### src/rtl/chop_ma_pkg.sv
package chop_ma_pkg;
  // number of conversions combined per output word
  localparam int unsigned GROUP = 4;
  localparam int unsigned STEP_W = $clog2(GROUP);

  // polarity of the chop sequence 1,0,0,1 at a given step
  function automatic logic step_polarity(input logic [STEP_W-1:0] s);
    return (s == '0) || (s == STEP_W'(GROUP - 1));
  endfunction
endpackage

### src/rtl/chop_step_gen.sv
module chop_step_gen
  import chop_ma_pkg::*;
(
  input  logic              clk,
  input  logic              rst_n,
  input  logic              adv,
  output logic [STEP_W-1:0] step,
  output logic              pol
);
  always_ff @(posedge clk or negedge rst_n) begin
    if (!rst_n) step <= '0;
    else if (adv) step <= step + 1'b1;
  end

  assign pol = step_polarity(step);


  chop_hold_chk: assert property (@(posedge clk) disable iff (!rst_n)
    !adv |=> $stable(pol));


  chop_flip_chk: assert property (@(posedge clk) disable iff (!rst_n)
    (adv && !pol) |=> (pol != $past(step[0])));
endmodule

### src/rtl/demod_window.sv
module demod_window #(
  parameter int DW = 16
) (
  input  logic                   clk,
  input  logic                   rst_n,
  input  logic                   shift,
  input  logic                   pol,
  input  logic [DW-1:0]          din,
  output logic signed [DW+2:0]   sum
);
  localparam int VW   = DW + 1;
  localparam int SW   = DW + 3;
  localparam int HIST = chop_ma_pkg::GROUP - 1;

  logic signed [VW-1:0] ext;
  logic signed [VW-1:0] cur;
  logic signed [VW-1:0] hist [HIST];

  assign ext = {din[DW-1], din};
  assign cur = pol ? ext : -ext;

  for (genvar i = 0; i < HIST; i++) begin : g_tap
    always_ff @(posedge clk or negedge rst_n) begin
      if (!rst_n) hist[i] <= '0;
      else if (shift) hist[i] <= (i == 0) ? cur : hist[(i == 0) ? 0 : i-1];
    end
  end

  always_comb begin
    sum = SW'(cur);
    for (int i = 0; i < HIST; i++) sum = sum + SW'(hist[i]);
  end
endmodule

### src/rtl/round_out.sv
module round_out #(
  parameter int SW = 19,
  parameter int OW = 17
) (
  input  logic                 clk,
  input  logic                 rst_n,
  input  logic                 load,
  input  logic signed [SW-1:0] sum,
  input  logic                 out_ready,
  output logic                 out_valid,
  output logic [OW-1:0]        out_data
);
  logic signed [SW-1:0] biased;
  logic signed [SW-1:0] quarter;

  assign biased  = sum + SW'(2);
  assign quarter = biased >>> 2;

  always_ff @(posedge clk or negedge rst_n) begin
    if (!rst_n) begin
      out_valid <= 1'b0;
      out_data  <= '0;
    end else begin
      if (load) begin
        out_valid <= 1'b1;
        out_data  <= quarter[OW-1:0];
      end else if (out_ready) begin
        out_valid <= 1'b0;
      end
    end
  end


  out_hold_chk: assert property (@(posedge clk) disable iff (!rst_n)
    (out_valid && !out_ready) |=> (out_valid && $stable(out_data)));


  data_quiet_chk: assert property (@(posedge clk) disable iff (!rst_n)
    !load |=> $stable(out_data));
endmodule

### src/rtl/chop_ma_demod.sv
module chop_ma_demod
  import chop_ma_pkg::*;
#(
  parameter int DW = 16
) (
  input  logic          clk,
  input  logic          rst_n,
  input  logic          in_valid,
  output logic          in_ready,
  input  logic [DW-1:0] in_data,
  output logic          chop_pol,
  output logic          out_valid,
  input  logic          out_ready,
  output logic [DW:0]   out_data
);
  localparam int SW = DW + 3;
  localparam int OW = DW + 1;

  logic              in_fire;
  logic              emit;
  logic              warm;
  logic [STEP_W-1:0] step;
  logic signed [SW-1:0] sum;

  assign in_ready = !out_valid || out_ready;
  assign in_fire  = in_valid && in_ready;
  // a result on every odd step once a full group has been seen
  assign emit     = in_fire && step[0] && (warm || step == STEP_W'(GROUP - 1));

  always_ff @(posedge clk or negedge rst_n) begin
    if (!rst_n) warm <= 1'b0;
    else if (in_fire && step == STEP_W'(GROUP - 1)) warm <= 1'b1;
  end

  chop_step_gen u_step (
    .clk  (clk),
    .rst_n(rst_n),
    .adv  (in_fire),
    .step (step),
    .pol  (chop_pol)
  );

  demod_window #(.DW(DW)) u_win (
    .clk  (clk),
    .rst_n(rst_n),
    .shift(in_fire),
    .pol  (chop_pol),
    .din  (in_data),
    .sum  (sum)
  );

  round_out #(.SW(SW), .OW(OW)) u_out (
    .clk      (clk),
    .rst_n    (rst_n),
    .load     (emit),
    .sum      (sum),
    .out_ready(out_ready),
    .out_valid(out_valid),
    .out_data (out_data)
  );


  stall_pol_chk: assert property (@(posedge clk) disable iff (!rst_n)
    (in_valid && !in_ready) |=> $stable(chop_pol));


  out_rise_chk: assert property (@(posedge clk) disable iff (!rst_n)
    $rose(out_valid) |-> $past(in_valid && in_ready));


  no_early_chk: assert property (@(posedge clk) disable iff (!rst_n)
    (in_fire && !step[0]) |=> !$rose(out_valid));
endmodule

### config.mk
export PLATFORM = sky130hd
export DESIGN_NAME = chop_ma_demod
export DESIGN_NICKNAME = d
export VERILOG_FILES = /design/src/rtl/chop_ma_pkg.sv /design/src/rtl/chop_step_gen.sv /design/src/rtl/demod_window.sv /design/src/rtl/round_out.sv /design/src/rtl/chop_ma_demod.sv
export SDC_FILE = /design/constraint.sdc
export NUM_CORES = 1
export LEC_CHECK = 0
export BUFFER_PORTS_ARGS = -buffer_cell sky130_fd_sc_hd__clkbuf_2
export CAP_MARGIN = 20
export CORE_AREA = 2 2 92 94
export CTS_BUF_LIST = sky130_fd_sc_hd__clkbuf_8
export CTS_CLUSTER_DIAMETER = 30
export DETAILED_ROUTE_END_ITERATION = 8
export DIE_AREA = 0 0 94 96
export PLACE_DENSITY = 0.79
export SYNTH_ARGS = -nofsm -noshare
export SYNTH_HDL_FRONTEND = slang
export SYNTH_SLANG_ARGS = --single-unit
### constraint.sdc
create_clock -name clk -period 4.6 [get_ports clk]
set_input_delay 0.23 -clock clk [delete_from_list [all_inputs] [get_ports clk]]
set_output_delay 0.23 -clock clk [all_outputs]
set_load 0.01 [all_outputs]
# Word level (Yosys, flattened, before mapping)
# Index checks and enable logic that the tools add are counted.
# totals
elab_cells,27
output_inout_bits,20
inputBits,20
register_bits,72
# op_classes
n_addsub,6
mux,3
eq_ne,1
reduce_logical,10
# ops
op,count
adder 18 x 17 -> 19 bit,1
adder 19 x 17 -> 19 bit,1
adder 19 x 3 -> 19 bit (second input constant),1
adder 17 x 17 -> 18 bit,1
2-to-1 mux 17 bit,1
negation 16 -> 17 bit,1
logical AND 1 bit,4
logical OR 1 bit,3
adder 2 x 1 -> 2 bit (second input constant),1
== test 2 bit (second input constant),1
logical NOT 2 bit,1
2-to-1 mux 1 bit,2
nonzero test 2 bit,1
logical NOT 1 bit,1

# Logic depth before layout (Yosys ltp)
# logic_depth
word_depth,7
ltp_mapped,15
ltp_nobuf,14

# Cells and area by module
# From an unflattened synthesis, not the netlist that was laid out.
# unflattened
cells_unflattened,537
hier_area_um2,5281.3
# modules_own_cells
module,area_per_inst_um2,cells_each,instances
demod_window,4179.0,422,1
round_out,952.2,104,1
chop_step_gen,82.6,6,1
chop_ma_demod,67.6,5,1

# Worst setup path before layout
# OpenSTA, ideal clock, no wires.
# synth_path
path_kind,in2reg
from,input port in_data[5]
to,register u_out.out_data[13]
arrival_ps,4032
path_stages,14
setup_slack_ps,499
cell_sequence,or4_4 or3_2 o31ai_1 xor2_1 fa_1 inv_1 ha_1 clkbuf_1 nand4_1 o211ai_1 a31oi_1 o2111a_1 or4b_2 nand3_1
# synth_via
elab_chain_cells,6
# synth_lines
item,line_no,rtl
from (decl),chop_ma_demod.sv:10,"input logic [DW-1:0] in_data,"
negation 16 -> 17 bit,demod_window.sv:20,assign cur = pol ? ext : -ext;
2-to-1 mux 17 bit (*),demod_window.sv:20,
adder 17 x 17 -> 18 bit (*),demod_window.sv:31,for (int i = 0; i < HIST; i++) sum = sum + SW'(hist[i]);
adder 18 x 17 -> 19 bit (*),demod_window.sv:31,
adder 19 x 17 -> 19 bit (*),demod_window.sv:31,
adder 19 x 3 -> 19 bit (*),round_out.sv:16,assign biased = sum + SW'(2);
to (signal assigned),round_out.sv:26,out_data <= quarter[OW-1:0];
to (decl),round_out.sv:11,output logic [OW-1:0] out_data
# Mark *: on every way between the ends. The rest lies on a longest branch, timed or not.
# A chain may end at the register's enable or synchronous reset.

# Worst setup path after layout
# layout_path
from,register u_step.step[0]
to,register u_out.out_data[13]
# layout_via
elab_chain_cells,7
word_cells_on_any_way,11
cone_classes,add/sub: 4; eq/ne: 1; mux: 1; reduce/logical: 5
# layout_lines
item,line_no,rtl
from (decl),chop_step_gen.sv:7,"output logic [STEP_W-1:0] step,"
from (signal assigned),chop_step_gen.sv:12,else if (adv) step <= step + 1'b1;
== test 2 bit / logical NOT 2 bit (equally long branches),"chop_ma_pkg.sv:8, chop_ma_demod.sv:28",
logical OR 1 bit,chop_ma_pkg.sv:8,return (s == '0) || (s == STEP_W'(GROUP - 1));
2-to-1 mux 17 bit,demod_window.sv:20,
adder 17 x 17 -> 18 bit,demod_window.sv:31,
adder 18 x 17 -> 19 bit,demod_window.sv:31,
adder 19 x 17 -> 19 bit,demod_window.sv:31,
adder 19 x 3 -> 19 bit,round_out.sv:16,
# Several ways; a longest one is shown, not always the timed one.

==> results.toml <==
[clocking]
post-cts-setup-buffer-count = 0
postCtsResizedCells = 0
max-clock-path-buffers = 2
clk-insertion-delay-late_ns = 0.36
holdBufCountCts = 0
tritoncts = "done"
htree_levels = 3
cts_inserted_buffers = 9
clk_root_buffer_cell = "sky130_fd_sc_hd__clkbuf_8"
clkTransAtPathRegs_ns = 0.08
cts_sinks = 72

[global_routing]
met3_demand_to_capacity_share_in_global_routing_pct = 3.99
grt-ovfl-total = 0
groute.layer.met2.usage_pct = 35.5
grtUsageMet1_pct = 31.0
pin_count_of_the_biggest_net_entering_global_routing = 73
gr-max-usage-layer = "met2"
via_count_of_the_first_global_routing_pass = 3355
grt_first_pass_wirelength_um = 15500
grtUsageTotal_pct = 22.3
grt_antenna_before_repair = 0

[synth]
postSynthNetCount = 575
synth.area.top_cells = "sky130_fd_sc_hd__dfrtp_1 (38%), sky130_fd_sc_hd__fa_1 (14%), sky130_fd_sc_hd__inv_1 (7.2%)"
synth_mux_area_share_pct = 2.37
post_synth_instance_area_sq_um = 4700
fraction_of_the_mapped_netlist_area_in_compound_gates_pct = 13.8
share_of_synthesized_cell_area_in_and_or_nand_and_nor_gates_pct = 11.5
postSynthRegisterBits = 72
count_of_different_cell_masters_after_synthesis = 45
post_synth_inst_count = 501
synth_common_cells = "sky130_fd_sc_hd__inv_1 (90), sky130_fd_sc_hd__dfrtp_1 (72), sky130_fd_sc_hd__nand2_1 (72)"
combinational_family_with_the_most_area_after_synthesis = "adder cells"
synthesis.area_per_instance_sq_um = 9.38
synth_enable_flop_cells = 0
warning_count_from_the_yosys_run = 0
yosys_most_used_dff = "sky130_fd_sc_hd__dfrtp_1"
synth.most_common_cell = "sky130_fd_sc_hd__inv_1"
yosys.area_share.adder_pct = 19.8
synth_area_leader_cell = "sky130_fd_sc_hd__dfrtp_1"
synth_top_area_share_pct = 38.3
synth_xor_xnor_area_share_pct = 5.41
fraction_of_the_yosys_area_taken_by_sequential_cells_pct = 38.3
synthArstFlopShare_pct = 100

[critical_path]
critical_path_buf_inv_count = 2
crit_path_top_delay_cell = "sky130_fd_sc_hd__or4b_2"
crit_path_max_incr_delay_ns = 0.64
cp.arrival_ns = 4.45
path_delay_family = "adder cells"
setup.worst_path.class = "flop to flop"
timing.critical_path.from_type = "flop"
cp_cell_sequence = "ha_1, inv_1, nor2_1, xnor2_1, fa_1, inv_1, ha_1, o21a_1, o22a_1, a31oi_1, o2111a_1, or4b_2, nand3_1"
cp_max_fo = 9
critical_path.endpoint_type = "flop"
worst_ep_required_time_ns = 4.89

[timing]
max-slew-margin-rel_pct = 39.0
hold_viol_final = 0
finClkSkew_ns = 0.0134
timing_worst_slew_pin_value_ns = 0.915
maxClockFrequency_mhz = 240
timing.final.crit_share_pct = 90.4
fin_tns_setup_ns = 0
finalHoldWorstSlack_ns = 0.0722
grt_setup_unrepaired = "no"
fin_crit_ns = 4.16
final-max-slew-violation-count = 0
setup_violations = 0

[job]
max_cap_viol_count = 0

[placement]
dp_hpwl_um = 6550
io_buffer_count = 39
gpl.final_weighted_congestion = 0.851

[cells_and_area]
multiInputGateArea_sq_um = 2500
final_nets = 610
sequential_cell_area_sq_um = 1800
post_route_cells_drive_above_1_share_pct = 14.2
antenna_cells = 0
filler_cells_inserted = 672
syn2layout_area_growth_pct = 11.5

[die]
die-width_um = 94
die_area_sq_um = 9020
initial_core_util_pct = 58.4
rows = 33
coreArea_sq_um = 8050
design.portCount = 40
dieHeight_um = 96

[outcome]
result_of_the_run = "completed"

[drt]
drt-vias-per-instance = 5.31
detailedRoute.firstPassIterationCount = 5
detailroute.via_count = 3432
antenna_left = 0
drc = 0
drt_iter0_drc = 149
wl_per_cell_um = 14.0
drt-total-wl_um = 9040

[hold_path]
hold_class = "primary input to async pin"
==> stage by stage <==
stage	setup slack, ns	instance area [sq um]	cells	util (%)
2_1_floorplan	0.499	4700	501	-
3_3_place_gp	0.348	4990	630	62.0
3_5_place_dp	0.272	4990	630	62.0
4_1_cts	0.487	5240	646	65.0
5_1_grt	0.247	5240	646	65.0
6_report	0.440	5240	646	65.0
==> logic make-up (layout without fill, tap and decap cells) <==
kind of cell / after synthesis / in the layout
AOI/OAI and AO/OA: 111 / 111
xor gates and xnor gates: 29 / 29
adders and majority gates: 54 / 54
buffers and inverters: 109 / 149
DFF: 72 / 72
muxes: 10 / 10
and+or+nand+nor: 116 / 116
==> sequential cells by signal, summed over array words and instances (netlist names) <==
register and flops:
u_out.out_data 17, u_out.out_valid 1, u_step.step 2, u_win.hist 51
warm 1
==> area by class of cell <==
type	count	area share, %
flip-flops and latches	72	34.4
multi-input cells	320	47.7
well taps	105	2.51
inverters	90	6.45
repair buffers	43	4.30
clock buffers	9	2.37
clock inverters	7	2.29
==> placed cells by master, fill, tap and decap left out, types with 8 or more instances in the layout <==
master	count
sky130_fd_sc_hd__fa_1	34
sky130_fd_sc_hd__clkbuf_8	9
sky130_fd_sc_hd__dfrtp_1	72
sky130_fd_sc_hd__ha_1	20
sky130_fd_sc_hd__nand3_1	13
sky130_fd_sc_hd__inv_1	91
sky130_fd_sc_hd__o21ai_0	67
sky130_fd_sc_hd__mux2_2	9
sky130_fd_sc_hd__clkbuf_2	38
sky130_fd_sc_hd__nor2_1	8
sky130_fd_sc_hd__a21oi_1	15
sky130_fd_sc_hd__xor2_1	16
sky130_fd_sc_hd__xnor2_1	13
sky130_fd_sc_hd__nand2_1	71
==> per-layer routing <==
layer | up-vias | wire length [um]
met5 | - | 0
met4 | 0 | 145
met3 | 15 | 386
met2 | 92 | 4180
met1 | 1626 | 4330
li1 | 1699 | -
==> worst paths after layout <==
path                                      end      startpoint  slack, ns  depth (start not counted)
max                        u_out.out_data[13]  u_step.step[0]       0.44                         13
min                            u_win.hist[36]           rst_n       0.07                          2
max reg2reg                u_out.out_data[13]  u_step.step[0]       0.44                         13
min reg2reg                    u_win.hist[41]  u_win.hist[41]       0.48                          2
max in group asynchronous  u_out.out_data[16]           rst_n       3.92                          2
min in group clk                         warm        in_valid       0.17                          2
==> worst reg2reg max path: stages (launching register included) <==
cell and delay (ns):
sky130_fd_sc_hd__dfrtp_1 0.43, sky130_fd_sc_hd__ha_1 0.51, sky130_fd_sc_hd__inv_1 0.15, sky130_fd_sc_hd__nor2_1 0.19
sky130_fd_sc_hd__xnor2_1 0.13, sky130_fd_sc_hd__fa_1 0.54, sky130_fd_sc_hd__inv_1 0.04, sky130_fd_sc_hd__ha_1 0.34
sky130_fd_sc_hd__o21a_1 0.13, sky130_fd_sc_hd__o22a_1 0.29, sky130_fd_sc_hd__a31oi_1 0.26, sky130_fd_sc_hd__o2111a_1 0.36
sky130_fd_sc_hd__or4b_2 0.64, sky130_fd_sc_hd__nand3_1 0.08
Power is not shown: default switching activity piles up to over one toggle a cycle in this logic, so the estimate is an artifact.
